**src/rtl/hbc_pkg.sv**
```systemverilog
package hbc_pkg;

   // Bus-status encoding: bit 1 drives BA, bit 0 drives BS.
   typedef enum logic [1:0] {
      BUS_RUN  = 2'b00,
      BUS_SYNC = 2'b10,
      BUS_HALT = 2'b11
   } bus_state_t;

   localparam int unsigned MIN_SYNC_STAGES = 2;

endpackage

```
**src/rtl/hbc_sync.sv**
```systemverilog
// Multi-flop synchronizer for one asynchronous level.
module hbc_sync #(
   parameter int unsigned STAGES = 2
) (
   input  logic clk,
   input  logic d_i,
   output logic q_o
);
   import hbc_pkg::*;

   if (STAGES < MIN_SYNC_STAGES) begin : g_bad_stages
      $error("hbc_sync: STAGES must be at least %0d", MIN_SYNC_STAGES);
   end

   logic [STAGES-1:0] chain_q;

   always_ff @(posedge clk) begin
      chain_q <= {chain_q[STAGES-2:0], d_i};
   end

   assign q_o = chain_q[STAGES-1];

endmodule

```
**src/rtl/hbc_req_latch.sv**
```systemverilog
// Edge detection on the synchronized request and the two sticky flags.
module hbc_req_latch (
   input  logic clk,
   input  logic rst_i,
   input  logic lvl_i,     // synchronized request level
   input  logic clear_i,   // commit: drop both flags
   output logic on_o,
   output logic off_o
);
   logic lvl_d_q;
   logic on_q;
   logic off_q;
   logic rise;
   logic fall;
   logic on_kept;
   logic off_kept;

   assign rise     = lvl_i & ~lvl_d_q;
   assign fall     = ~lvl_i & lvl_d_q;
   assign on_kept  = clear_i ? 1'b0 : on_q;
   assign off_kept = clear_i ? 1'b0 : off_q;

   always_ff @(posedge clk) begin
      if (rst_i) begin
         // A request already high at reset remains pending; all else is dropped.
         lvl_d_q <= lvl_i;
         on_q    <= lvl_i;
         off_q   <= 1'b0;
      end else begin
         lvl_d_q <= lvl_i;
         on_q    <= on_kept | rise;
         off_q   <= off_kept | (fall & on_kept);
      end
   end

   assign on_o  = on_q;
   assign off_o = off_q;

   // a release can only be pending on top of a pending assert
   p_off_needs_on_r2: assert property (@(posedge clk) disable iff (rst_i)
      off_q |-> on_q);

   // a synchronized rising edge always leaves assert pending
   p_rise_sets_on_r1: assert property (@(posedge clk) disable iff (rst_i)
      rise |=> on_q);

endmodule

```
**src/rtl/hbc_halt_ctrl.sv**
```systemverilog
// Halted state; commits the sticky flags at the permitted moments.
module hbc_halt_ctrl #(
   parameter bit RELEASE_ANY_CYCLE = 1'b0
) (
   input  logic clk,
   input  logic rst_i,
   input  logic lvl_i,       // synchronized request, used at reset
   input  logic insn_end_i,
   input  logic on_i,
   input  logic off_i,
   output logic halted_o,
   output logic enter_o,
   output logic leave_o,
   output logic clear_o
);
   logic halted_q;
   logic rel_slot;
   logic eval;

   if (RELEASE_ANY_CYCLE) begin : g_rel_any
      assign rel_slot = 1'b1;
   end else begin : g_rel_bound
      assign rel_slot = insn_end_i;
   end

   // While halted, the strobe serves only the release decision.
   assign eval    = halted_q ? rel_slot : insn_end_i;
   assign enter_o = ~halted_q & eval & on_i & ~off_i;
   assign leave_o = halted_q & eval & on_i & off_i;
   assign clear_o = eval & on_i & off_i;

   always_ff @(posedge clk) begin
      if (rst_i) begin
         halted_q <= lvl_i;
      end else if (enter_o) begin
         halted_q <= 1'b1;
      end else if (leave_o) begin
         halted_q <= 1'b0;
      end
   end

   assign halted_o = halted_q;

   // boundary with assert only, while running, halts next cycle
   p_enter_r3: assert property (@(posedge clk) disable iff (rst_i)
      (!halted_q && insn_end_i && on_i && !off_i) |=> halted_q);

   // no halt entry without a boundary strobe
   p_no_entry_r1: assert property (@(posedge clk) disable iff (rst_i)
      (!halted_q && !insn_end_i) |=> !halted_q);

   // boundary with both flags while halted releases
   p_release_r4: assert property (@(posedge clk) disable iff (rst_i)
      (halted_q && insn_end_i && on_i && off_i) |=> !halted_q);

   // without a pending release the halted state holds
   p_hold_r5: assert property (@(posedge clk) disable iff (rst_i)
      (halted_q && !off_i) |=> halted_q);

endmodule

```
**src/rtl/hbc_bus_status.sv**
```systemverilog
// SYNC-wait tracking and the registered BA/BS encoding.
module hbc_bus_status (
   input  logic clk,
   input  logic rst_i,
   input  logic lvl_i,        // synchronized request, used at reset
   input  logic halted_i,
   input  logic enter_i,
   input  logic leave_i,
   input  logic sync_exec_i,
   input  logic sync_exit_i,
   output logic ba_o,
   output logic bs_o
);
   import hbc_pkg::*;

   bus_state_t state_q;
   bus_state_t state_d;
   logic       sync_q;
   logic       sync_d;

   // SYNC-execute wins over exit in the same cycle.
   always_comb begin
      if (sync_exec_i)      sync_d = 1'b1;
      else if (sync_exit_i) sync_d = 1'b0;
      else                  sync_d = sync_q;
   end

   always_comb begin
      if (enter_i)                       state_d = BUS_HALT;
      else if (halted_i && !leave_i)     state_d = state_q;   // frozen while halted
      else if (sync_d)                   state_d = BUS_SYNC;
      else                               state_d = BUS_RUN;
   end

   always_ff @(posedge clk) begin
      if (rst_i) begin
         sync_q  <= 1'b0;
         state_q <= lvl_i ? BUS_HALT : BUS_RUN;
      end else begin
         sync_q  <= sync_d;
         state_q <= state_d;
      end
   end

   assign ba_o = state_q[1];
   assign bs_o = state_q[0];

   // SYNC executed while running shows BA high, BS low
   p_sync_enter_r7: assert property (@(posedge clk) disable iff (rst_i)
      (!halted_i && !enter_i && sync_exec_i) |=> (ba_o && !bs_o));

   // SYNC exit alone while running returns both low
   p_sync_exit_r7: assert property (@(posedge clk) disable iff (rst_i)
      (!halted_i && !enter_i && sync_exit_i && !sync_exec_i) |=> (!ba_o && !bs_o));

   // leaving the halt always drops BS
   p_leave_bs_r6: assert property (@(posedge clk) disable iff (rst_i)
      leave_i |=> !bs_o);

   // while halted and not leaving, outputs hold
   p_frozen_r5: assert property (@(posedge clk) disable iff (rst_i)
      (halted_i && !leave_i) |=> ($stable(ba_o) && $stable(bs_o)));

endmodule

```
**src/rtl/halt_bus_ctl.sv**
```systemverilog
// Top: halt request capture, halted state, BA/BS status.
module halt_bus_ctl #(
   parameter int unsigned SYNC_STAGES       = 2,
   parameter bit          RELEASE_ANY_CYCLE = 1'b0
) (
   input  logic clk,
   input  logic rst_i,
   input  logic halt_req_i,
   input  logic insn_end_i,
   input  logic sync_exec_i,
   input  logic sync_exit_i,
   output logic halted_o,
   output logic ba_o,
   output logic bs_o
);
   import hbc_pkg::*;

   if (SYNC_STAGES < MIN_SYNC_STAGES) begin : g_bad_cfg
      $error("halt_bus_ctl: SYNC_STAGES too small");
   end

   logic req_lvl;
   logic on_flag;
   logic off_flag;
   logic enter;
   logic leave;
   logic clear;

   hbc_sync #(.STAGES(SYNC_STAGES)) u_sync (
      .clk (clk),
      .d_i (halt_req_i),
      .q_o (req_lvl)
   );

   hbc_req_latch u_latch (
      .clk     (clk),
      .rst_i   (rst_i),
      .lvl_i   (req_lvl),
      .clear_i (clear),
      .on_o    (on_flag),
      .off_o   (off_flag)
   );

   hbc_halt_ctrl #(.RELEASE_ANY_CYCLE(RELEASE_ANY_CYCLE)) u_ctrl (
      .clk        (clk),
      .rst_i      (rst_i),
      .lvl_i      (req_lvl),
      .insn_end_i (insn_end_i),
      .on_i       (on_flag),
      .off_i      (off_flag),
      .halted_o   (halted_o),
      .enter_o    (enter),
      .leave_o    (leave),
      .clear_o    (clear)
   );

   hbc_bus_status u_bus (
      .clk         (clk),
      .rst_i       (rst_i),
      .lvl_i       (req_lvl),
      .halted_i    (halted_o),
      .enter_i     (enter),
      .leave_i     (leave),
      .sync_exec_i (sync_exec_i),
      .sync_exit_i (sync_exit_i),
      .ba_o        (ba_o),
      .bs_o        (bs_o)
   );

   // status pair legal and consistent with the halted flag
   p_legal_enc_r9: assert property (@(posedge clk) disable iff (rst_i)
      !(bs_o && !ba_o));

   p_halt_match_r9: assert property (@(posedge clk) disable iff (rst_i)
      halted_o == bs_o);

endmodule

```
**config.mk**
```make
export PLATFORM = sky130hd
export DESIGN_NAME = halt_bus_ctl
export DESIGN_NICKNAME = d
export VERILOG_FILES = /design/src/rtl/hbc_pkg.sv /design/src/rtl/hbc_sync.sv /design/src/rtl/hbc_req_latch.sv /design/src/rtl/hbc_halt_ctrl.sv /design/src/rtl/hbc_bus_status.sv /design/src/rtl/halt_bus_ctl.sv
export SDC_FILE = /design/constraint.sdc
export NUM_CORES = 1
export LEC_CHECK = 0
export ABC_AREA = 1
export BUFFER_PORTS_ARGS = -buffer_cell sky130_fd_sc_hd__buf_2
export CAP_MARGIN = 20
export CORE_AREA = 3 3 40 42
export CTS_BUF_LIST = sky130_fd_sc_hd__clkbuf_16
export CTS_CLUSTER_SIZE = 40
export DETAILED_ROUTE_END_ITERATION = 12
export DIE_AREA = 0 0 43 45
export SLEW_MARGIN = 20
export SYNTH_ARGS = -nofsm -noshare
export SYNTH_HDL_FRONTEND = slang
export SYNTH_SLANG_ARGS = --single-unit
export TNS_END_PERCENT = 100
```
**constraint.sdc**
```tcl
create_clock -name clk -period 1.1 [get_ports clk]
set_clock_uncertainty 0.05 [all_clocks]
set_input_delay 0.22 -clock clk [delete_from_list [all_inputs] [get_ports clk]]
set_output_delay 0.22 -clock clk [all_outputs]
set_load 0.005 [all_outputs]
```
==> results.sh, run 1 <==
export IMPL_status="completed"
export IMPL_cts_sinks=9
export IMPL_grt_pass1_wl_um=945
export IMPL_fin_total_pwr_mw=1.097
export IMPL_clockBufferDepth=2
export IMPL_yosys_warnings=0
export IMPL_hpwl_um=419.7
export IMPL_internal_power_uw=891.7
export IMPL_switching_share_pct=18.75
export IMPL_grt_ovfl_total=0
export IMPL_ant_nets=0
export IMPL_core_area_um2=1285
export IMPL_initial_core_util_pct=26.68
export IMPL_r2r_slack_ps=50
export IMPL_pwr_share_seq_pct=35.6
export IMPL_wl_per_cell_um=8.591
export IMPL_holdPathStages=1
export IMPL_synth_edf_count=3
export IMPL_p_comb_share_pct=7.5
export IMPL_clkPwrFrac_pct=56.9
export IMPL_yosysSeqAreaShare_pct=61.31
export IMPL_ys_seq_elements=9
export IMPL_async_flop_share_pct=0
export IMPL_clk_latency_ps=230
export IMPL_fin_crit_sh_pct=97.30
export IMPL_max_slew_worst_pin_slew_ps=143.5
export IMPL_drc_errors=0
export IMPL_grt_max_degree=8
export IMPL_syn_area_per_cell_um2=9.266
export IMPL_cts_tree="yes"
export IMPL_drtIter0Drc=6
export IMPL_cts_hold_buf=0
export IMPL_min_delay_start="halt_req_i"
export IMPL_end_kind="output port"
export IMPL_cp_top_family="flip-flops"
export IMPL_synth_top_area_share_pct=35.04
export IMPL_maxCapViolations=0
export IMPL_power_switching_uw=205.7
export IMPL_final_core_util_pct=39.05
export IMPL_rr_endpoint="u_ctrl.halted_o"
export IMPL_slowest_stage="edfxtp_1"
export IMPL_syn_area_um2=342.8
export IMPL_r2r_cells=3
export IMPL_crit_required_ps=830
export IMPL_synth_cell_types=9
export IMPL_die_w_um=43
export IMPL_ys_top_cells_by_count="11 x nand2_1, 6 x dfxtp_1, 6 x nand3_1"
export IMPL_p_leak_nw=0.2561
export IMPL_vias=269
export IMPL_path_class="reg -> out"
export IMPL_cts_root_buf="clkbuf_16"
export IMPL_stdcell_area_um2=501.7
export IMPL_area_growth_pct=46.35
export IMPL_timing_rr_start="u_ctrl.halted_o"
export IMPL_cp_start_kind="flop"
export IMPL_fin_cells=66
export IMPL_irDropWorstVdd_mv=0.9467
export IMPL_max_freq_mhz=934.3
export IMPL_finalSetupViolations=0
export IMPL_drive_gt1_share_pct=41.18
export IMPL_pre_cts_ws_ps=27.99
export IMPL_crit_chain="buf_2"
export IMPL_numCtsBuffers=3
export IMPL_synth_largest_area_cell="dfxtp_1"
export IMPL_syn_inst=37
export IMPL_die_area_um2=1935
export IMPL_rsz0062_at_grt="yes"
export IMPL_holdWs_ps=37.62
export IMPL_rows=13
export IMPL_diodes=0
export IMPL_post_synth_top_count_cell="nand2_1"
export IMPL_hold_viol=0
export IMPL_synth_nets=43
export IMPL_crit_fanout=3
export IMPL_yosys_most_used_dff="dfxtp_1"
export IMPL_dr_pass1_iters=2
export IMPL_avgViaCountPerCell=4.076
export IMPL_antenna_found_initial=0
export IMPL_gp_congestion=0.6427
export IMPL_finalCriticalPeriod_ps=1070
export IMPL_maxSlewViolCount=0
export IMPL_dp_cells=60
export IMPL_synthTopCellsByArea="dfxtp_1 35%, edfxtp_1 26%, nand2_1 12%, nand3_1 8.8%, nand3_2 5.8%"
export IMPL_pin_count=9
export IMPL_relSlewSlack_pct=90.42
export IMPL_cts_reportedPaths_clkPinSlew_ps=40
export IMPL_arrival_ps=800
export IMPL_grt_use_total_pct=7.460
export IMPL_port_buffers=8
export IMPL_grt_pass1_vias=249
export IMPL_max_stage_delay_ps=410
export IMPL_setup_tns_ps=0
export IMPL_min_path_type="in -> reg"
export IMPL_p_per_area_nw_per_um2=2187
export IMPL_drt_wl_total_um=567
export IMPL_fin_nets=58
export IMPL_place_area_um2=401.6
export IMPL_path_buf_inv=1
export IMPL_fp_dieH_um=45
export IMPL_htree_levels=1
export IMPL_hold_end="u_sync.chain_q[0]"
export IMPL_setup_slack_ps=29.70
==> power by group through the flow <==
stage | clock network [mW] | logic [mW] | registers (mW)
floorplan | 0 | 0.0404 | 0.396
global placement | 0 | 0.0680 | 0.395
detailed placement | 0 | 0.0695 | 0.396
CTS | 0.640 | 0.0757 | 0.390
global route | 0.659 | 0.0946 | 0.395
finish | 0.624 | 0.0827 | 0.391
==> flip-flops by register name, indices dropped and copies added, names as in the netlist <==
signal	cells
u_latch.on_o	1
u_ctrl.halted_o	1
u_latch.off_o	1
u_bus.state_q	2
u_sync.chain_q	2
u_latch.lvl_d_q	1
u_bus.sync_q	1
==> worst max path at each step <==
stage                               start               to  slack (ps)  depth (start not counted)
final                     u_ctrl.halted_o         halted_o          30                          1
after global routing      u_ctrl.halted_o  u_ctrl.halted_o          -7                          3
after CTS                 u_ctrl.halted_o         halted_o          20                          1
after detailed placement  u_ctrl.halted_o  u_ctrl.halted_o          30                          3
after global placement    u_ctrl.halted_o  u_ctrl.halted_o          80                          3
after floorplan           u_ctrl.halted_o  u_ctrl.halted_o          70                          3
==> routing by layer <==
metal	part of all wire, %	track usage [%]	vias up	wire length, um
met3	8.8	4.781	2	50
met1	40	6.388	115	227
met4	3.5	7.229	0	20
li1	-	-	145	-
met5	0	0	-	0
met2	47	11.68	7	268
==> cells in the final DEF, fill, tap and decap left out <==
cell type,Yosys,final
dfxtp_1,6,5
buf_4,0,2
a21oi_2,1,1
buf_2,0,8
nand2_1,11,11
nand3_2,2,3
clkbuf_16,0,3
edfxtp_1,3,3
nand3_1,6,5
inv_2,2,2
inv_1,5,6
dfxtp_2,0,1
nor2_2,1,1
==> layout make-up <==
class | count | area (um2)
inverters | 7 | 26.28
well taps | 15 | 18.77
multi-input cells | 21 | 111.4
repair buffers | 10 | 55.05
flip-flops and latches | 9 | 211.5
clock buffers | 3 | 75.07
fillers | 137 | 783.3
clock inverters | 1 | 3.754
==> worst reg2reg max path: stages (launching register included) <==
cell,delay [ps]
edfxtp_1,410
buf_4,160
nand3_1,90
nand3_2,80
==> cells by family after synthesis <==
family                 count (synthesis)  share of synthesized area, %
AND/OR/NAND/NOR                       20                         28.47
flip-flops                             9                         61.32
buffers and inverters                  7                         7.666
AO/OA/AOI/OAI                          1                         2.555
==> repair_timing <==
item	4_1_cts	5_1_grt
buffers inserted	1	1
endpoints found under the setup margin	1	2
gates resized for setup	0	2
pin swaps	0	3
No activity file was read; power rests on OpenSTA's default activity.
==> run 2: changes to the inputs <==
--- a/config.mk
+++ b/config.mk
@@ -13,6 +13,7 @@
 export CTS_CLUSTER_SIZE = 40
 export DETAILED_ROUTE_END_ITERATION = 12
 export DIE_AREA = 0 0 43 45
+export PLACE_DENSITY = 0.41
 export SLEW_MARGIN = 20
 export SYNTH_ARGS = -nofsm -noshare
 export SYNTH_HDL_FRONTEND = slang
==> run 2 against run 1 <==
Against the previous run:
- via count shrank 5.2%
- critical path depth is the same
- sequential power is essentially flat
- worst setup slack lost 20 ps
- maximum frequency shrank 1.8%
- register-to-register slack is essentially flat
- final area shrank 2.7%
- non-clock buffer count shrank 1
- die area is the same
- clock-buffer cell count is the same
==> results.sh, run 2 (synthesis results as in run 1) <==
export IMPL_status="completed"
export IMPL_p_leak_nw=0.2486
export IMPL_clockBufferDepth=2
export IMPL_pre_cts_ws_ps=45.04
export IMPL_grt_use_total_pct=6.292
export IMPL_fin_crit_sh_pct=99.11
export IMPL_cts_hold_buf=0
export IMPL_rsz0062_at_grt="yes"
export IMPL_layout_common_cells="11 x nand2_1, 8 x buf_2, 6 x nand3_1, 6 x inv_1, 6 x dfxtp_1"
export IMPL_hpwl_um=433.5
export IMPL_fin_nets=57
export IMPL_crit_fanout=4
export IMPL_rows=13
export IMPL_maxCapViolations=0
export IMPL_max_stage_delay_ps=430
export IMPL_rr_endpoint="u_ctrl.halted_o"
export IMPL_r2r_cells=3
export IMPL_slowest_stage="edfxtp_1"
export IMPL_busiest_layer="met2"
export IMPL_grt_max_degree=8
export IMPL_crit_chain="buf_2"
export IMPL_die_w_um=43
export IMPL_drc_errors=0
export IMPL_fp_dieH_um=45
export IMPL_cp_top_family="flip-flops"
export IMPL_mostFrequentLayoutCell="nand2_1"
export IMPL_gr_usage_met2_pct=9.581
export IMPL_post_cts_setup_buffers=0
export IMPL_port_buffers=8
export IMPL_hold_end="u_sync.chain_q[0]"
export IMPL_reg_top3="u_bus.state_q x2, u_sync.chain_q x2"
export IMPL_drive_gt1_share_pct=36.00
export IMPL_clk_latency_ps=230
export IMPL_min_delay_start="halt_req_i"
export IMPL_grt_ovfl_total=0
export IMPL_end_kind="output port"
export IMPL_timing_rr_start="u_ctrl.halted_o"
export IMPL_cts_resized=0
export IMPL_drt_wl_total_um=553
export IMPL_cp_start_kind="flop"
export IMPL_max_freq_mhz=917.2
export IMPL_antenna_found_initial=0
export IMPL_stdcell_area_um2=488.0
export IMPL_cts_reportedPaths_clkPinSlew_ps=40
export IMPL_crit_required_ps=830
export IMPL_irDropWorstVdd_mv=0.8621
export IMPL_wl_per_cell_um=8.508
export IMPL_initial_core_util_pct=26.68
export IMPL_pin_count=9
export IMPL_grt_pass1_vias=224
export IMPL_grt_pass1_wl_um=834
export IMPL_numCtsBuffers=3
export IMPL_avgViaCountPerCell=3.923
export IMPL_ant_nets=0
export IMPL_vias=255
export IMPL_cts_root_buf="clkbuf_16"
export IMPL_finalSetupViolations=0
export IMPL_htree_levels=1
export IMPL_dr_pass1_iters=2
export IMPL_hold_viol=0
export IMPL_use_met3_pct=2.390
export IMPL_path_class="reg -> out"
export IMPL_cts_tree="yes"
export IMPL_arrival_ps=820
export IMPL_relSlewSlack_pct=89.64
export IMPL_path_buf_inv=1
export IMPL_finalCriticalPeriod_ps=1090
export IMPL_p_per_area_nw_per_um2=2218
export IMPL_place_area_um2=401.6
export IMPL_holdPathStages=1
export IMPL_met1_usage_pct=6.158
export IMPL_drtIter0Drc=1
export IMPL_maxSlewViolCount=0
export IMPL_r2r_slack_ps=50
export IMPL_die_area_um2=1935
export IMPL_core_area_um2=1285
export IMPL_diodes=0
export IMPL_area_growth_pct=42.34
export IMPL_fin_total_pwr_mw=1.083
export IMPL_cts_sinks=9
export IMPL_min_path_type="in -> reg"
export IMPL_gp_congestion=0.6253
export IMPL_setup_slack_ps=9.777
export IMPL_max_slew_worst_pin_slew_ps=155.2
## run 2: cell count changes in the layout (fill, tap and decap cells not counted)
cell,before,now
buf_4,2,1
dfxtp_1,5,6
dfxtp_2,1,0
nand3_1,5,6
nand3_2,3,2
## run 2: stage by stage
stage | setup TNS (ps) | utilization, % | std cells | hold WS [ps]
final | 0 | 37.97 | 65 | 40.88
after global routing | -16.81 | 37.97 | 65 | 35.66
after CTS | 0 | 37.39 | 64 | 36.97
after detailed placement | 0 | 31.26 | 60 | 266.0
after global placement | 0 | 31.26 | 60 | 268.1
after floorplan | 0 | - | 37 | 197.7
## run 2: cell type report
cell class              count  area [um2]
clock buffers               3       75.07
clock inverters             1       3.754
fillers                   139       797.0
inverters                   7       26.28
multi-input cells          21       106.4
flip-flops and latches      9       210.2
well taps                  15       18.77
repair buffers              9       47.55
## run 2: worst max-delay path by stage
stage                                from         endpoint  slack [ps]  cells past startpoint
after floorplan           u_ctrl.halted_o  u_ctrl.halted_o          70                      3
after global placement    u_ctrl.halted_o  u_ctrl.halted_o          80                      3
after detailed placement  u_ctrl.halted_o  u_ctrl.halted_o          50                      3
after CTS                 u_ctrl.halted_o         halted_o           8                      1
after global routing      u_ctrl.halted_o         halted_o         -20                      1
final                     u_ctrl.halted_o         halted_o          10                      1
## run 2: per-layer routing
layer / routed length [um] / vias up
met5: 0 / -
met4: 0 / 0
met3: 36 / 0
met2: 266 / 6
met1: 250 / 108
li1: - / 141
## run 2: report_power, final
group | leakage [nW] | internal [mW] | total [mW] | switching, mW
sequential | 0.0817 | 0.375 | 0.391 | 0.0160
clock | 0.0423 | 0.474 | 0.618 | 0.144
combinational | 0.125 | 0.0350 | 0.0735 | 0.0384
total | 0.249 | 0.884 | 1.08 | 0.198
